<file path="config.mk">
export PLATFORM = sky130hd
export DESIGN_NAME = irqagg_top
export DESIGN_NICKNAME = d
export VERILOG_FILES = /design/src/rtl/irqagg_pkg.sv /design/src/rtl/irqagg_regs.sv /design/src/rtl/irqagg_ctrl.sv /design/src/rtl/irqagg_top.sv
export SDC_FILE = /design/constraint.sdc
export NUM_CORES = 1
export LEC_CHECK = 0
export ABC_AREA = 0
export BUFFER_PORTS_ARGS = -buffer_cell sky130_fd_sc_hd__buf_2
export CORE_ASPECT_RATIO = 0.8
export CORE_MARGIN = 2
export CORE_UTILIZATION = 30
export CTS_CLUSTER_DIAMETER = 30
export DETAILED_ROUTE_END_ITERATION = 16
export SYNTH_ARGS = -nofsm -noshare
export SYNTH_HDL_FRONTEND = slang
export SYNTH_SLANG_ARGS = --single-unit
</file>
<file path="constraint.sdc">
create_clock -name clk -period 1.6 [get_ports clk]
set_input_delay 0.24 -clock clk [delete_from_list [all_inputs] [get_ports clk]]
set_output_delay 0.24 -clock clk [all_outputs]
set_load 0.005 [all_outputs]
</file>
<file path="src/rtl/irqagg_pkg.sv">
package irqagg_pkg;
    typedef enum logic {
        ST_QUIET  = 1'b0,
        ST_RAISED = 1'b1
    } agg_state_e;
endpackage

</file>
<file path="src/rtl/irqagg_regs.sv">
module irqagg_regs #(
    parameter int N = 8
) (
    input  logic         clk,
    input  logic         rst_n,
    input  logic         set_vld,
    input  logic [N-1:0] set_vec,
    input  logic         clr_vld,
    input  logic [N-1:0] clr_vec,
    input  logic         wr_en,
    input  logic         wr_sel,
    input  logic [N-1:0] wr_data,
    output logic [N-1:0] enabled_nxt,
    output logic         trigger,
    output logic [N-1:0] pending_q,
    output logic [N-1:0] mask_q,
    output logic [N-1:0] shadow_q
);
    logic [N-1:0] after_set;
    logic [N-1:0] pending_nxt;
    logic [N-1:0] mask_nxt;
    logic         wr_primary;

    assign wr_primary = wr_en && !wr_sel;

    always_comb begin
        // set first, clear second
        after_set   = set_vld ? (pending_q | set_vec) : pending_q;
        pending_nxt = clr_vld ? (after_set & ~clr_vec) : after_set;
        mask_nxt    = wr_primary ? wr_data : mask_q;
        enabled_nxt = pending_nxt & mask_nxt;
        trigger     = set_vld || wr_primary;
    end

    always_ff @(posedge clk) begin
        if (!rst_n) begin
            pending_q <= '0;
            mask_q    <= '0;
            shadow_q  <= '0;
        end else begin
            pending_q <= pending_nxt;
            mask_q    <= mask_nxt;
            if (wr_en && wr_sel) begin
                shadow_q <= wr_data;
            end
        end
    end
endmodule

</file>
<file path="src/rtl/irqagg_ctrl.sv">
module irqagg_ctrl #(
    parameter int N = 8
) (
    input  logic         clk,
    input  logic         rst_n,
    input  logic         trigger,
    input  logic         clr_vld,
    input  logic [N-1:0] enabled_nxt,
    output logic         irq_out
);
    import irqagg_pkg::*;

    agg_state_e state_q;
    agg_state_e state_d;
    logic       any_enabled;

    assign any_enabled = |enabled_nxt;

    always_comb begin
        state_d = state_q;
        unique case (state_q)
            ST_QUIET: begin
                if (trigger && any_enabled) begin
                    state_d = ST_RAISED;   // raise
                end
            end
            ST_RAISED: begin
                if (clr_vld && !any_enabled) begin
                    state_d = ST_QUIET;    // release
                end
            end
            default: state_d = ST_QUIET;
        endcase
    end

    always_ff @(posedge clk) begin
        if (!rst_n) begin
            state_q <= ST_QUIET;
        end else begin
            state_q <= state_d;
        end
    end

    always_comb begin
        irq_out = (state_q == ST_RAISED);
    end
endmodule

</file>
<file path="src/rtl/irqagg_top.sv">
module irqagg_top #(
    parameter int N = 8
) (
    input  logic         clk,
    input  logic         rst_n,
    input  logic         set_vld,
    input  logic [N-1:0] set_vec,
    input  logic         clr_vld,
    input  logic [N-1:0] clr_vec,
    input  logic         wr_en,
    input  logic         wr_sel,
    input  logic [N-1:0] wr_data,
    output logic         irq_out,
    output logic [N-1:0] pending_q,
    output logic [N-1:0] mask_q,
    output logic [N-1:0] shadow_q
);
    logic [N-1:0] enabled_nxt;
    logic         trigger;

    irqagg_regs #(.N(N)) u_regs (
        .clk         (clk),
        .rst_n       (rst_n),
        .set_vld     (set_vld),
        .set_vec     (set_vec),
        .clr_vld     (clr_vld),
        .clr_vec     (clr_vec),
        .wr_en       (wr_en),
        .wr_sel      (wr_sel),
        .wr_data     (wr_data),
        .enabled_nxt (enabled_nxt),
        .trigger     (trigger),
        .pending_q   (pending_q),
        .mask_q      (mask_q),
        .shadow_q    (shadow_q)
    );

    irqagg_ctrl #(.N(N)) u_ctrl (
        .clk         (clk),
        .rst_n       (rst_n),
        .trigger     (trigger),
        .clr_vld     (clr_vld),
        .enabled_nxt (enabled_nxt),
        .irq_out     (irq_out)
    );
endmodule

</file>
==> results.md <==
* WL final at 2.49 mm
* Worst hold path class: input pin to register
* Post-Place Cells at 201
* Commonest non-fill, non-tap cells in the layout: buf_2 (54), dfxtp_1 (25), a21oi_1 (21)
* Vias in the first global route at 953
* Worst setup SP type: register
* Slew Limit Headroom at 79.3%
* Cells on Worst Hold Path at 2
* Minimum clock period at 1.33 ns
* Synth Register Bits at 25
* Pre-CTS setup slack at -0.00441 ns
* Mapped Area at 991 sq um
* Starting density of the core at 31.7%
* Reg2Reg Setup Slack at 0.27 ns
* Max-Cap Viols at 0
* Initial antenna violation count at 0
* Synth Instances at 110
* CTS Buf Count at 3
* Share of post-route cells with drive strength above 1 at 37.0%
* Lkg Pwr at 0.666 nW
* Synth area leader: dfxtp_1
* Wire per inst at 12.1 um
* I/O Buffers at 54
* CTS Hold Bufs at 0
* Diodes inserted at 0
* Synth-to-Final Area Change at 35.2%
* Clk root buf: clkbuf_8
* Outcome: completed
* Layout Skew at 0.00219 ns
* CTS resizes at 0
* CTS tree: done
* Via/cell ratio at 4.58
* CORE AREA at 3130 sq um
* Worst Path Arrival at 1.50 ns
* Worst Hold Path EP: u_regs.pending_q[6]
* Ys Warns at 0
* Cell variety after synth at 18
* Critical-path maximum fanout at 2
* Largest net degree at the start of global routing at 14
* CTS max path bufs at 2
* R2R depth at 6
* Sequential area share after synthesis at 50.5%
* Gr usage total at 14.1%
* Remaining Overflow, GRT at 0
* CTS Sinks at 25
* Hold_sp: clr_vec[6]
* Reg clk slew, reported paths at 0.08 ns
* Design Power at 0.00123 W
* Die Wd at 68.3 um
* Worst-Margin Slew at 0.309 ns
* Crit path kind: register to register
* Hold Vio Cnt, Final at 0
* CP Data Required Time at 1.76 ns
* Pwr dens at 916 nW/um^2
* Syn Nets at 140
* Drt drc at 0
* Final setup viols at 0
* Slew Limit Fails at 0
* Final HPWL DP at 2.01 mm
* FF-to-FF End: u_ctrl.irq_out
* Share of power burned in registers at 54.8%
* Area contributors post-synth: dfxtp_1 (51%), a21oi_1 (11%), mux2i_1 (8.1%), a211oi_1 (4.5%), nand3_1 (4.0%)
* Clock Power Share at 29.7%
* RSZ-0062 raised after global routing: no
* Fmax at 750 MHz
* Post-route ant nets at 0
* Critical path endpoint category: register
* Psw at 0.000300 W
* Routability congestion estimate at 0.830
* Combinational power share at 15.5%
* Die height at 55.4 um
* Fin cells at 205
* Syn_area_per_cell at 9.01 sq um
* Total number of vias at 938
* First DRT Iteration DRCs at 15
* Switch share at 24.4%
* Max H-tree Level at 1
* Post-layout net count at 196
* P_int at 0.000927 W
* Worst vdd ir at 496 uV
* # IOs at 55
* Cell row count at 18
* DR pass1 iterations at 4
* Commonest non-fill, non-tap cell in the layout: buf_2
* Worst Slack Setup Final at 0.266 ns
* DIE AREA at 3780 sq um
* Global-route wire length before repair at 4.12 mm
* Crit share post-route at 83.4%
* Reg-to-reg startpoint: u_regs.pending_q[0]
* Top cell type's share of synthesized area at 50.5%
* Post-CTS Setup Bufs at 0
* Clock Latency Late Sink at 0.26 ns
## cell type report
type,count,area (sq um)
Sequential cell,25,500
Timing Repair Buffer,57,293
Inverter,2,7.51
Multi-Input combinational cell,77,444
Tap cell,40,50.0
Clock buffer,4,45.0
Fill cell,341,1790
## cells in the mapped netlist
cell and n:
nor2b_1 5, mux2i_1 8, inv_1 1, a21oi_1 21, nor2_1 9, a211oi_1 6, and3_1 1, nand2b_4 1
clkbuf_1 3, and2_1 5, nand3_1 8, nand2_1 10, dfxtp_1 25, buf_2 1, buf_6 2, nor4_1 2
clkinv_1 1, o211ai_1 1
## power groups by stage
stage | registers, W | logic [W] | clock network, W
after global placement | 0.000686 | 0.000190 | 0
after CTS | 0.000672 | 0.000193 | 0.000381
final | 0.000672 | 0.000190 | 0.000365
after global routing | 0.000676 | 0.000214 | 0.000411
after detailed placement | 0.000686 | 0.000192 | 0
after floorplan | 0.000689 | 0.0000983 | 0
## flip-flops by register name (all words and copies together) (netlist names)
register          count
u_regs.mask_q         8
u_regs.pending_q      8
u_ctrl.irq_out        1
u_regs.shadow_q       8
## worst max-delay path, cell delays in order (launching register included)
cell,delay (ns)
dfxtp_1,0.32
a21oi_1,0.11
a21oi_1,0.06
nor2b_1,0.14
nor4_1,0.31
o211ai_1,0.12
and3_1,0.18
## cells by family after synthesis
kind of cell	Yosys count	synth area share (%)
AOI/OAI and AO/OA	28	15.9
and+or+nand+nor	41	20.8
buffers and inverters	8	4.67
muxes	8	8.08
DFF	25	50.5
## through the flow
stage	TNS, ns	instance area (sq um)	hold WS (ns)	util, %
global placement	0	1290	0.446	41.4
detailed placement	-0.00441	1290	0.447	41.4
finish	0	1340	0.163	42.8
CTS	0	1340	0.159	42.8
global route	0	1340	0.157	42.8
floorplan	0	991	0.340	-
## layer usage
metal | global-route usage [%] | up-vias | wire length [um]
met5 | 0 | - | 0
met4 | 2.57 | 0 | 11
met3 | 5.70 | 2 | 184
met2 | 21.5 | 28 | 1110
met1 | 18.7 | 417 | 1180
li1 | - | 491 | -
## worst max path at each step
stage / start / end / slack [ns]
finish: u_regs.pending_q[0] / u_ctrl.irq_out / 0.27
CTS: u_regs.pending_q[7] / u_ctrl.irq_out / 0.26
detailed placement: wr_sel / u_ctrl.irq_out / -0.004
floorplan: wr_en / u_ctrl.irq_out / 0.08
global route: u_regs.pending_q[2] / u_ctrl.irq_out / 0.09
global placement: wr_sel / u_ctrl.irq_out / 0.04
Power figures use the tool's default switching activity.
